**config.mk**
```make
export PLATFORM = sky130hd
export DESIGN_NAME = panel_scan_ctrl
export DESIGN_NICKNAME = d
export VERILOG_FILES = /design/src/rtl/panel_scan_pkg.sv /design/src/rtl/scan_period_timer.sv /design/src/rtl/scan_phase_fsm.sv /design/src/rtl/scan_capture.sv /design/src/rtl/panel_scan_ctrl.sv
export SDC_FILE = /design/constraint.sdc
export NUM_CORES = 1
export LEC_CHECK = 0
export ABC_CLOCK_PERIOD_IN_PS = 1700
export BUFFER_PORTS_ARGS = -buffer_cell sky130_fd_sc_hd__buf_2
export CORE_ASPECT_RATIO = 0.75
export CORE_MARGIN = 1
export CORE_UTILIZATION = 40
export CTS_CLUSTER_SIZE = 12
export DETAILED_ROUTE_END_ITERATION = 8
export PLACE_DENSITY = 0.76
export SYNTH_ARGS = -nofsm -noshare
export SYNTH_HDL_FRONTEND = slang
export SYNTH_SLANG_ARGS = --single-unit
```
**constraint.sdc**
```tcl
create_clock -name clk -period 1.7 [get_ports clk]
set_input_delay 0 -clock clk [delete_from_list [all_inputs] [get_ports clk]]
set_output_delay 0 -clock clk [all_outputs]
set_load 0.05 [all_outputs]
```
**src/rtl/panel_scan_pkg.sv**
```systemverilog
package panel_scan_pkg;

    // Phase of the service window inside one tick period.
    typedef enum logic [1:0] {
        STAT_PH = 2'd0,
        SCAN_PH = 2'd1,
        IDLE_PH = 2'd2
    } scan_state_e;

    // Number of scan lines, fixed by the panel wiring.
    localparam int unsigned SCAN_LINES = 4;

endpackage

```
**src/rtl/scan_period_timer.sv**
```systemverilog
module scan_period_timer #(
    parameter int unsigned TICK_CYC = 190000,
    parameter int unsigned STAT_CYC = 15000,
    parameter int unsigned SCAN_CYC = 45000
) (
    input  logic clk,
    input  logic rst_n,
    output logic stat_end,
    output logic scan_end,
    output logic period_end
);
    localparam int unsigned CNT_W    = $clog2(TICK_CYC);
    localparam int unsigned SCAN_TOP = STAT_CYC + SCAN_CYC;

    logic [CNT_W-1:0] pos_q;

    always_ff @(posedge clk) begin
        if (!rst_n) begin
            pos_q <= '0;
        end else if (period_end) begin
            pos_q <= '0;
        end else begin
            pos_q <= pos_q + CNT_W'(1);
        end
    end

    always_comb begin
        stat_end   = (pos_q == CNT_W'(STAT_CYC - 1));
        scan_end   = (pos_q == CNT_W'(SCAN_TOP - 1));
        period_end = (pos_q == CNT_W'(TICK_CYC - 1));
    end

endmodule

```
**src/rtl/scan_phase_fsm.sv**
```systemverilog
module scan_phase_fsm
    import panel_scan_pkg::*;
#(
    parameter int unsigned GRP_N = SCAN_LINES,
    localparam int unsigned GRP_W = $clog2(GRP_N)
) (
    input  logic             clk,
    input  logic             rst_n,
    input  logic             stat_end,
    input  logic             scan_end,
    input  logic             period_end,
    output logic             stat_gate_n,
    output logic [GRP_N-1:0] scan_n,
    output logic [GRP_W-1:0] grp,
    output logic             cap_stat,
    output logic             cap_grp,
    output logic             scan_act,
    output logic             led_clr
);
    scan_state_e state_q, state_d;
    logic [GRP_W-1:0] grp_q;

    // Next-state logic
    always_comb begin
        state_d = state_q;
        unique case (state_q)
            STAT_PH: if (stat_end)   state_d = SCAN_PH;
            SCAN_PH: if (scan_end)   state_d = IDLE_PH;
            IDLE_PH: if (period_end) state_d = STAT_PH;
            default:                 state_d = STAT_PH;
        endcase
    end

    // State register and group rotation
    always_ff @(posedge clk) begin
        if (!rst_n) begin
            state_q <= STAT_PH;
            grp_q   <= '0;
        end else begin
            state_q <= state_d;
            if (state_q == IDLE_PH && period_end) begin
                grp_q <= (grp_q == GRP_W'(GRP_N - 1)) ? '0 : grp_q + GRP_W'(1);
            end
        end
    end

    // Outputs decoded from the state
    always_comb begin
        stat_gate_n = 1'b1;
        scan_n      = '1;
        cap_stat    = 1'b0;
        cap_grp     = 1'b0;
        scan_act    = 1'b0;
        led_clr     = 1'b0;
        unique case (state_q)
            STAT_PH: begin
                stat_gate_n = 1'b0;
                cap_stat    = stat_end;
            end
            SCAN_PH: begin
                scan_n   = ~(GRP_N'(1) << grp_q);
                scan_act = 1'b1;
                cap_grp  = scan_end;
            end
            IDLE_PH: begin
                led_clr = period_end;
            end
            default: begin
                stat_gate_n = 1'b1;
            end
        endcase
    end

    assign grp = grp_q;

endmodule

```
**src/rtl/scan_capture.sv**
```systemverilog
module scan_capture #(
    parameter int unsigned GRP_N  = 4,
    parameter int unsigned STAT_W = 3,
    parameter int unsigned STEP_W = 4,
    parameter int unsigned FUNC_W = 2,
    localparam int unsigned GRP_W = $clog2(GRP_N),
    localparam int unsigned LED_W = GRP_N * STEP_W
) (
    input  logic              clk,
    input  logic              rst_n,
    input  logic              cap_stat,
    input  logic              cap_grp,
    input  logic              scan_act,
    input  logic              led_clr,
    input  logic [GRP_W-1:0]  grp,
    input  logic [STAT_W-1:0] status_in,
    input  logic [STEP_W-1:0] step_in,
    input  logic [FUNC_W-1:0] func_in,
    output logic [STAT_W-1:0] status_word,
    output logic              status_vld,
    output logic [STEP_W-1:0] group_step,
    output logic [FUNC_W-1:0] group_func,
    output logic [GRP_W-1:0]  group_idx,
    output logic              group_vld,
    output logic [LED_W-1:0]  led_drv
);
    // Status capture, taken on every tick
    always_ff @(posedge clk) begin
        if (!rst_n) begin
            status_word <= '0;
            status_vld  <= 1'b0;
        end else begin
            status_vld <= cap_stat;
            if (cap_stat) status_word <= status_in;
        end
    end

    // Group capture, taken once per tick for the active group
    always_ff @(posedge clk) begin
        if (!rst_n) begin
            group_step <= '0;
            group_func <= '0;
            group_idx  <= '0;
            group_vld  <= 1'b0;
        end else begin
            group_vld <= cap_grp;
            if (cap_grp) begin
                group_step <= step_in;
                group_func <= func_in;
                group_idx  <= grp;
            end
        end
    end

    // One sticky LED slice per scan group
    for (genvar g = 0; g < GRP_N; g++) begin : g_led
        logic [STEP_W-1:0] slice_q;
        always_ff @(posedge clk) begin
            if (!rst_n || led_clr) begin
                slice_q <= '0;
            end else if (scan_act && grp == GRP_W'(g)) begin
                slice_q <= slice_q | step_in;
            end
        end
        assign led_drv[g*STEP_W +: STEP_W] = slice_q;
    end

endmodule

```
**src/rtl/panel_scan_ctrl.sv**
```systemverilog
module panel_scan_ctrl
    import panel_scan_pkg::*;
#(
    parameter int unsigned TICK_CYC = 190000,
    parameter int unsigned STAT_CYC = 15000,
    parameter int unsigned SCAN_CYC = 45000,
    parameter int unsigned STAT_W   = 3,
    parameter int unsigned STEP_W   = 4,
    parameter int unsigned FUNC_W   = 2,
    localparam int unsigned GRP_N   = SCAN_LINES,
    localparam int unsigned GRP_W   = $clog2(GRP_N),
    localparam int unsigned LED_W   = GRP_N * STEP_W
) (
    input  logic              clk,
    input  logic              rst_n,
    input  logic [STAT_W-1:0] status_in,
    input  logic [STEP_W-1:0] step_in,
    input  logic [FUNC_W-1:0] func_in,
    output logic              stat_gate_n,
    output logic [GRP_N-1:0]  scan_n,
    output logic [STAT_W-1:0] status_word,
    output logic              status_vld,
    output logic [STEP_W-1:0] group_step,
    output logic [FUNC_W-1:0] group_func,
    output logic [GRP_W-1:0]  group_idx,
    output logic              group_vld,
    output logic [LED_W-1:0]  led_drv
);
    logic             stat_end, scan_end, period_end;
    logic [GRP_W-1:0] grp;
    logic             cap_stat, cap_grp, scan_act, led_clr;

    scan_period_timer #(
        .TICK_CYC (TICK_CYC),
        .STAT_CYC (STAT_CYC),
        .SCAN_CYC (SCAN_CYC)
    ) u_timer (
        .clk        (clk),
        .rst_n      (rst_n),
        .stat_end   (stat_end),
        .scan_end   (scan_end),
        .period_end (period_end)
    );

    scan_phase_fsm #(
        .GRP_N (GRP_N)
    ) u_fsm (
        .clk         (clk),
        .rst_n       (rst_n),
        .stat_end    (stat_end),
        .scan_end    (scan_end),
        .period_end  (period_end),
        .stat_gate_n (stat_gate_n),
        .scan_n      (scan_n),
        .grp         (grp),
        .cap_stat    (cap_stat),
        .cap_grp     (cap_grp),
        .scan_act    (scan_act),
        .led_clr     (led_clr)
    );

    scan_capture #(
        .GRP_N  (GRP_N),
        .STAT_W (STAT_W),
        .STEP_W (STEP_W),
        .FUNC_W (FUNC_W)
    ) u_cap (
        .clk         (clk),
        .rst_n       (rst_n),
        .cap_stat    (cap_stat),
        .cap_grp     (cap_grp),
        .scan_act    (scan_act),
        .led_clr     (led_clr),
        .grp         (grp),
        .status_in   (status_in),
        .step_in     (step_in),
        .func_in     (func_in),
        .status_word (status_word),
        .status_vld  (status_vld),
        .group_step  (group_step),
        .group_func  (group_func),
        .group_idx   (group_idx),
        .group_vld   (group_vld),
        .led_drv     (led_drv)
    );

endmodule

```
==> results.sh, run 1 <==
export IMPL_p_sw_share_pct=21.61
export IMPL_crit_path_start="u_timer.pos_q[6]$_SDFF_PP0_"
export IMPL_register_area_um2=1025
export IMPL_hpwlAfterDp_mm=3.695
export IMPL_core_area_um2=5037
export IMPL_nFillCells=458
export IMPL_cts_sinks=51
export IMPL_cts_max_level=2
export IMPL_multi_input_area_um2=1117
export IMPL_drive_above_1_share_pct=32.71
export IMPL_ios=45
export IMPL_synth_edf_count=0
export IMPL_setup_viol_count_final=3
export IMPL_min_period_ps=1726
export IMPL_grt_overflow=0
export IMPL_slew_headroom_pct=72.17
export IMPL_final_instance_count_excl_fill=393
export IMPL_period_share_pct=101.5
export IMPL_path_delay_family="simple AND/OR/NAND/NOR gates"
export IMPL_cts_root_buf="clkbuf_8"
export IMPL_rsz0062_at_grt="true"
export IMPL_drt_iter0_drc=91
export IMPL_syn_to_final_growth_pct=35.55
export IMPL_crit_buf_inv=0
export IMPL_drt_pass1_iter_count=4
export IMPL_vdd_drop_max_uv=352.1
export IMPL_fmax_ghz=0.5795
export IMPL_die_area_um2=5722
export IMPL_crit_arrival_ps=1930
export IMPL_avgRoutedWirePerCell_um=13.24
export IMPL_cp_slowest_cell="or4_4"
export IMPL_remaining_drc_errors=0
export IMPL_worst_pin_slew_ps=413.7
export IMPL_pwr_density_cell_nw_per_um2=732.4
export IMPL_grt_pass1_vias=1817
export IMPL_grt_use_total_pct=19.01
export IMPL_layout_commonest_cell="dfxtp_1"
export IMPL_failed_checks="negative setup slack"
export IMPL_portBuffers=44
export IMPL_drv_slew=0
export IMPL_pwr_share_clk_pct=40.0
export IMPL_setup_slack_ps=-25.62
export IMPL_initial_utilization_pct=43.05
export IMPL_ys_seq_area_share_pct=47.09
export IMPL_p_comb_share_pct=4.1
export IMPL_tritoncts="yes"
export IMPL_critical_path_required_ps=1900
export IMPL_startpoint_type="flip-flop"
export IMPL_synth_area_um2=2168
export IMPL_clk_pin_slew_ps=100
export IMPL_p_leak_uw=0.001181
export IMPL_cp_max_fo=4
export IMPL_cts_path_max_buffers=2
export IMPL_nets=336
export IMPL_grt_pass1_wl_mm=8.349
export IMPL_p_sw_uw=465.2
export IMPL_post_route_util_pct=58.35
export IMPL_power_frac_seq_pct=55.9
export IMPL_numCtsBuffers=5
export IMPL_status="finished, violations left"
export IMPL_fin_skew_ps=10.04
export IMPL_critPathCaptureType="flip-flop"
export IMPL_yosys_warnings=0
export IMPL_synthFlopType="dfxtp_1"
export IMPL_wirelength_mm=5.204
export IMPL_die_h_um=65.76
export IMPL_worstHoldStart="step_in[0]"
export IMPL_syn_nets=258
export IMPL_synth_area_per_cell_um2=8.960
export IMPL_row_count=22
export IMPL_die_w_um=87.02
export IMPL_max_cap_violations=0
export IMPL_antenna_found_initial=0
export IMPL_gp_congestion=0.8652
export IMPL_antennaDiodeCount=0
export IMPL_r2r_start="u_timer.pos_q[6]$_SDFF_PP0_"
export IMPL_internal_power_uw=1687
export IMPL_ys_async_sr_fraction_pct=0
export IMPL_path_class="flip-flop to flip-flop"
export IMPL_dpl_cell_count=376
export IMPL_synthCells=242
export IMPL_postRouteAntennaNets=0
export IMPL_max_stage_delay_ps=540
export IMPL_worstSkewPairLatency_ps=310
export IMPL_hold_class="primary input to flip-flop"
export IMPL_holdWs_ps=16.58
export IMPL_ys_ff_latch=51
export IMPL_hold_violations=0
export IMPL_ys_types=44
export IMPL_via_per_inst=5.120
export IMPL_path_cells="or4b_4, or4_4, o21ai_2, a21oi_2"
export IMPL_via_count=2012
export IMPL_grt_max_degree=29
export IMPL_layout_common_cells="dfxtp_1, buf_2, nor2_1"
## tightest hold or removal path: cells and delay by family
| family | cells | cell delay (ps) |
|---|---|---|
| buffers and inverters | 1 | 140 |
| AOI/OAI and AO/OA | 1 | 70 |
| and+or+nand+nor | 1 | 70 |
## layer usage
layer	vias up	GRT usage (%)	routed length (um)
met3	6	4.899	261
met2	52	28.54	2262
li1	1031	-	-
met1	923	26.05	2607
met4	0	7.292	72
met5	-	0	0
## power groups by stage
stage          Clock [uW]  Sequential [uW]  Combinational, uW
4_1_cts               886             1200               87.1
3_5_place_dp            0             1230               72.1
3_3_place_gp            0             1230               71.9
6_report              861             1200               87.7
2_1_floorplan           0             1230               31.5
5_1_grt               928             1210               96.3
## cell families after synthesis
logic type / share of synthesized area (%)
and+or+nand+nor: 26.95
DFF: 47.09
AOI/OAI and AO/OA: 12.23
buffers and inverters: 3.866
xor gates and xnor gates: 6.059
adders and majority gates: 2.885
muxes: 0.9233
## final timing paths
path / endpoint / slack (ps) / depth (start not counted)
max reg2reg: u_cap.status_word[0]$_SDFFE_PN0P_ / -30 / 4
min: u_cap.group_step[0]$_SDFFE_PN0P_ / 20 / 3
max: u_cap.status_word[0]$_SDFFE_PN0P_ / -30 / 4
min reg2reg: u_timer.pos_q[0]$_SDFF_PP0_ / 450 / 1
## cells in the mapped netlist (2+ instances only)
cell type	instances	area share, %
ha_1	5	2.9
nand3_1	9	2.1
xor2_1	3	1.2
nor4_1	9	2.6
clkbuf_1	6	1.0
xnor2_1	12	4.8
nand2b_1	2	0.58
nand2_1	10	1.7
nor4b_1	2	0.81
dfxtp_1	51	47
nand4_1	14	4.0
a21oi_1	11	2.5
or2_2	2	0.58
mux2i_1	2	0.92
inv_1	7	1.2
o21ai_0	12	2.8
nor3_1	3	0.69
a31oi_1	16	4.6
or4_4	2	1.0
nor2_1	36	6.2
nor2b_1	2	0.58
buf_2	4	0.92
## metrics by stage
step                      setup TNS (ps)  total power [uW]  setup slack [ps]  area, um2
after global placement                 0              1303             18.59       2686
after CTS                         -4.928              2177            -4.928       2882
after detailed placement          -36.69              1304            -29.25       2686
after global routing              -309.1              2229            -81.81       2939
final                             -56.01              2153            -25.62       2939
after floorplan                   -4.083              1263            -2.041       2177
## registers in the layout (all words and copies together), names as in the netlist
register	count
u_timer.pos_q	18
u_fsm.grp	2
u_cap.group_func	2
u_cap.g_led.slice_q	16
u_cap.group_idx	2
u_cap.status_word	3
u_cap.status_vld	1
u_cap.group_vld	1
u_fsm.state_q	2
u_cap.group_step	4
## final cells by class
type	count	share of cell area, %
sequential	51	34.87
clock inverter	3	1.575
clock buffer	5	2.341
multi-input combinational	171	38.02
tap	72	3.065
inverter	8	1.022
timing repair buffer	83	19.11
## repair_timing
action,4_1_cts,5_1_grt
endpoints found under the hold margin,12,0
endpoints found under the setup margin,2,46
gates cloned,0,0
hold buffers,8,0
gates resized for setup,2,11
buffers inserted,0,1
Power figures use the tool's default switching activity.
==> run 2: changes to the inputs <==
Settings changed: CORE_MARGIN 1 to 3.
==> results.sh, run 2 (synthesized netlist as in run 1, its figures left out) <==
export IMPL_clk_pin_slew_ps=90
export IMPL_dpl_cell_count=374
export IMPL_antennaDiodeCount=0
export IMPL_cts_root_buf="clkbuf_8"
export IMPL_cts_max_level=2
export IMPL_hpwlAfterDp_mm=3.881
export IMPL_layout_common_cells="dfxtp_1, buf_2, nor2_1"
export IMPL_setup_viol_count_final=2
export IMPL_holdWs_ps=9.719
export IMPL_wirelength_mm=5.534
export IMPL_nets=333
export IMPL_grt_busiest_layer="met2"
export IMPL_drt_pass1_iter_count=4
export IMPL_cp_max_fo=4
export IMPL_syn_to_final_growth_pct=34.45
export IMPL_gp_congestion=0.8882
export IMPL_hold_class="primary input to flip-flop"
export IMPL_critPathCaptureType="flip-flop"
export IMPL_vdd_drop_max_uv=389.3
export IMPL_via_count=2038
export IMPL_tritoncts="yes"
export IMPL_holdPathStages=3
export IMPL_portBuffers=44
export IMPL_period_share_pct=101.4
export IMPL_initial_utilization_pct=42.81
export IMPL_setup_slack_ps=-23.44
export IMPL_cts_sinks=51
export IMPL_finish_instance_area_um2=2915
export IMPL_die_h_um=69.76
export IMPL_fin_skew_ps=7.459
export IMPL_antenna_found_initial=0
export IMPL_grt_pass1_vias=1853
export IMPL_min_period_ps=1723
export IMPL_crit_arrival_ps=1930
export IMPL_cts_path_max_buffers=2
export IMPL_max_cap_violations=0
export IMPL_use_met1_pct=24.37
export IMPL_critical_path_required_ps=1900
export IMPL_layout_commonest_cell="dfxtp_1"
export IMPL_ios=45
export IMPL_remaining_drc_errors=0
export IMPL_path_class="flip-flop to flip-flop"
export IMPL_grt_max_degree=29
export IMPL_drv_slew=0
export IMPL_p_leak_uw=0.001161
export IMPL_status="finished, violations left"
export IMPL_avgRoutedWirePerCell_um=14.19
export IMPL_die_w_um=91.02
export IMPL_numCtsBuffers=5
export IMPL_die_area_um2=6349
export IMPL_regMostFlops="u_timer.pos_q"
export IMPL_use_met2_pct=25.61
export IMPL_grt_overflow=0
export IMPL_failed_checks="negative setup slack"
export IMPL_core_area_um2=5065
export IMPL_grt_use_total_pct=17.09
export IMPL_met3_usage_pct=4.772
export IMPL_via_per_inst=5.226
export IMPL_ff2ff_path_depth=4
export IMPL_postRouteAntennaNets=0
export IMPL_hold_violations=0
export IMPL_slew_headroom_pct=74.75
export IMPL_dpl_cell_area_um2=2669
export IMPL_row_count=22
export IMPL_reg_top3="u_timer.pos_q x18, u_cap.g_led.slice_q x16, u_cap.group_step x4"
export IMPL_largest_reg_flops=18
export IMPL_startpoint_type="flip-flop"
export IMPL_final_instance_count_excl_fill=390
export IMPL_worst_pin_slew_ps=375.3
export IMPL_fmax_ghz=0.5802
export IMPL_drt_iter0_drc=132
export IMPL_cts_setup_buffers=0
export IMPL_rsz0062_at_grt="true"
export IMPL_worstSkewPairLatency_ps=310
export IMPL_pwr_density_cell_nw_per_um2=695.1
export IMPL_grt_pass1_wl_mm=8.942
export IMPL_drive_above_1_share_pct=33.02
-- run 2: per-stage QoR --
| step | util (%) | power, uW | setup TNS [ps] | worst slack (ps) |
|---|---|---|---|---|
| 3_5_place_dp | 52.69 | 1304 | -125.0 | -42.31 |
| 6_report | 57.56 | 2026 | -39.57 | -23.44 |
| 4_1_cts | 56.30 | 2048 | -34.31 | -18.43 |
| 2_1_floorplan | - | 1263 | -4.083 | -2.041 |
| 3_3_place_gp | 52.69 | 1303 | 0 | 18.59 |
| 5_1_grt | 57.56 | 2109 | -276.1 | -98.95 |
-- run 2: what timing repair did --
item                       in CTS  in global routing
gates resized for setup         2                 15
hold endpoints to repair       10                  0
hold buffers                    8                  0
setup endpoints to repair       6                 45
-- run 2: power breakdown --
part           internal (uW)  total (uW)  switching (uW)  leakage (uW)
clock network            333         735             403     0.0000474
registers               1200        1200            3.84      0.000413
logic                   43.8        87.8            44.0      0.000701
total                   1580        2030             451       0.00116
-- run 2: worst max-delay path: stages, from the launching register on --
cell and delay [ps]:
dfxtp_2 330, or4b_4 530, or4_4 540, o21ai_2 160, a21oi_2 70
-- run 2: worst paths after layout --
kind	slack (ps)	start	endpoint
max	-20	u_timer.pos_q[6]$_SDFF_PP0_	u_cap.status_word[2]$_SDFFE_PN0P_
min	10	step_in[1]	u_cap.group_step[1]$_SDFFE_PN0P_
max reg2reg	-20	u_timer.pos_q[6]$_SDFF_PP0_	u_cap.status_word[2]$_SDFFE_PN0P_
min reg2reg	450	u_timer.pos_q[0]$_SDFF_PP0_	u_timer.pos_q[0]$_SDFF_PP0_
-- run 2: layout make-up --
cell class	count	area [um2]
inverters	8	30.03
flip-flops and latches	51	1026
multi-input cells	171	1135
clock buffers	6	82.58
repair buffers	80	535.5
clock inverters	2	16.27
well taps	72	90.09
fillers	472	2150
-- run 2: routing by layer --
layer  up-vias  share of wire [%]
met5         -                  0
met4         0               0.70
met3         4                5.6
met2        67                 46
met1       950                 47
li1       1017                  -
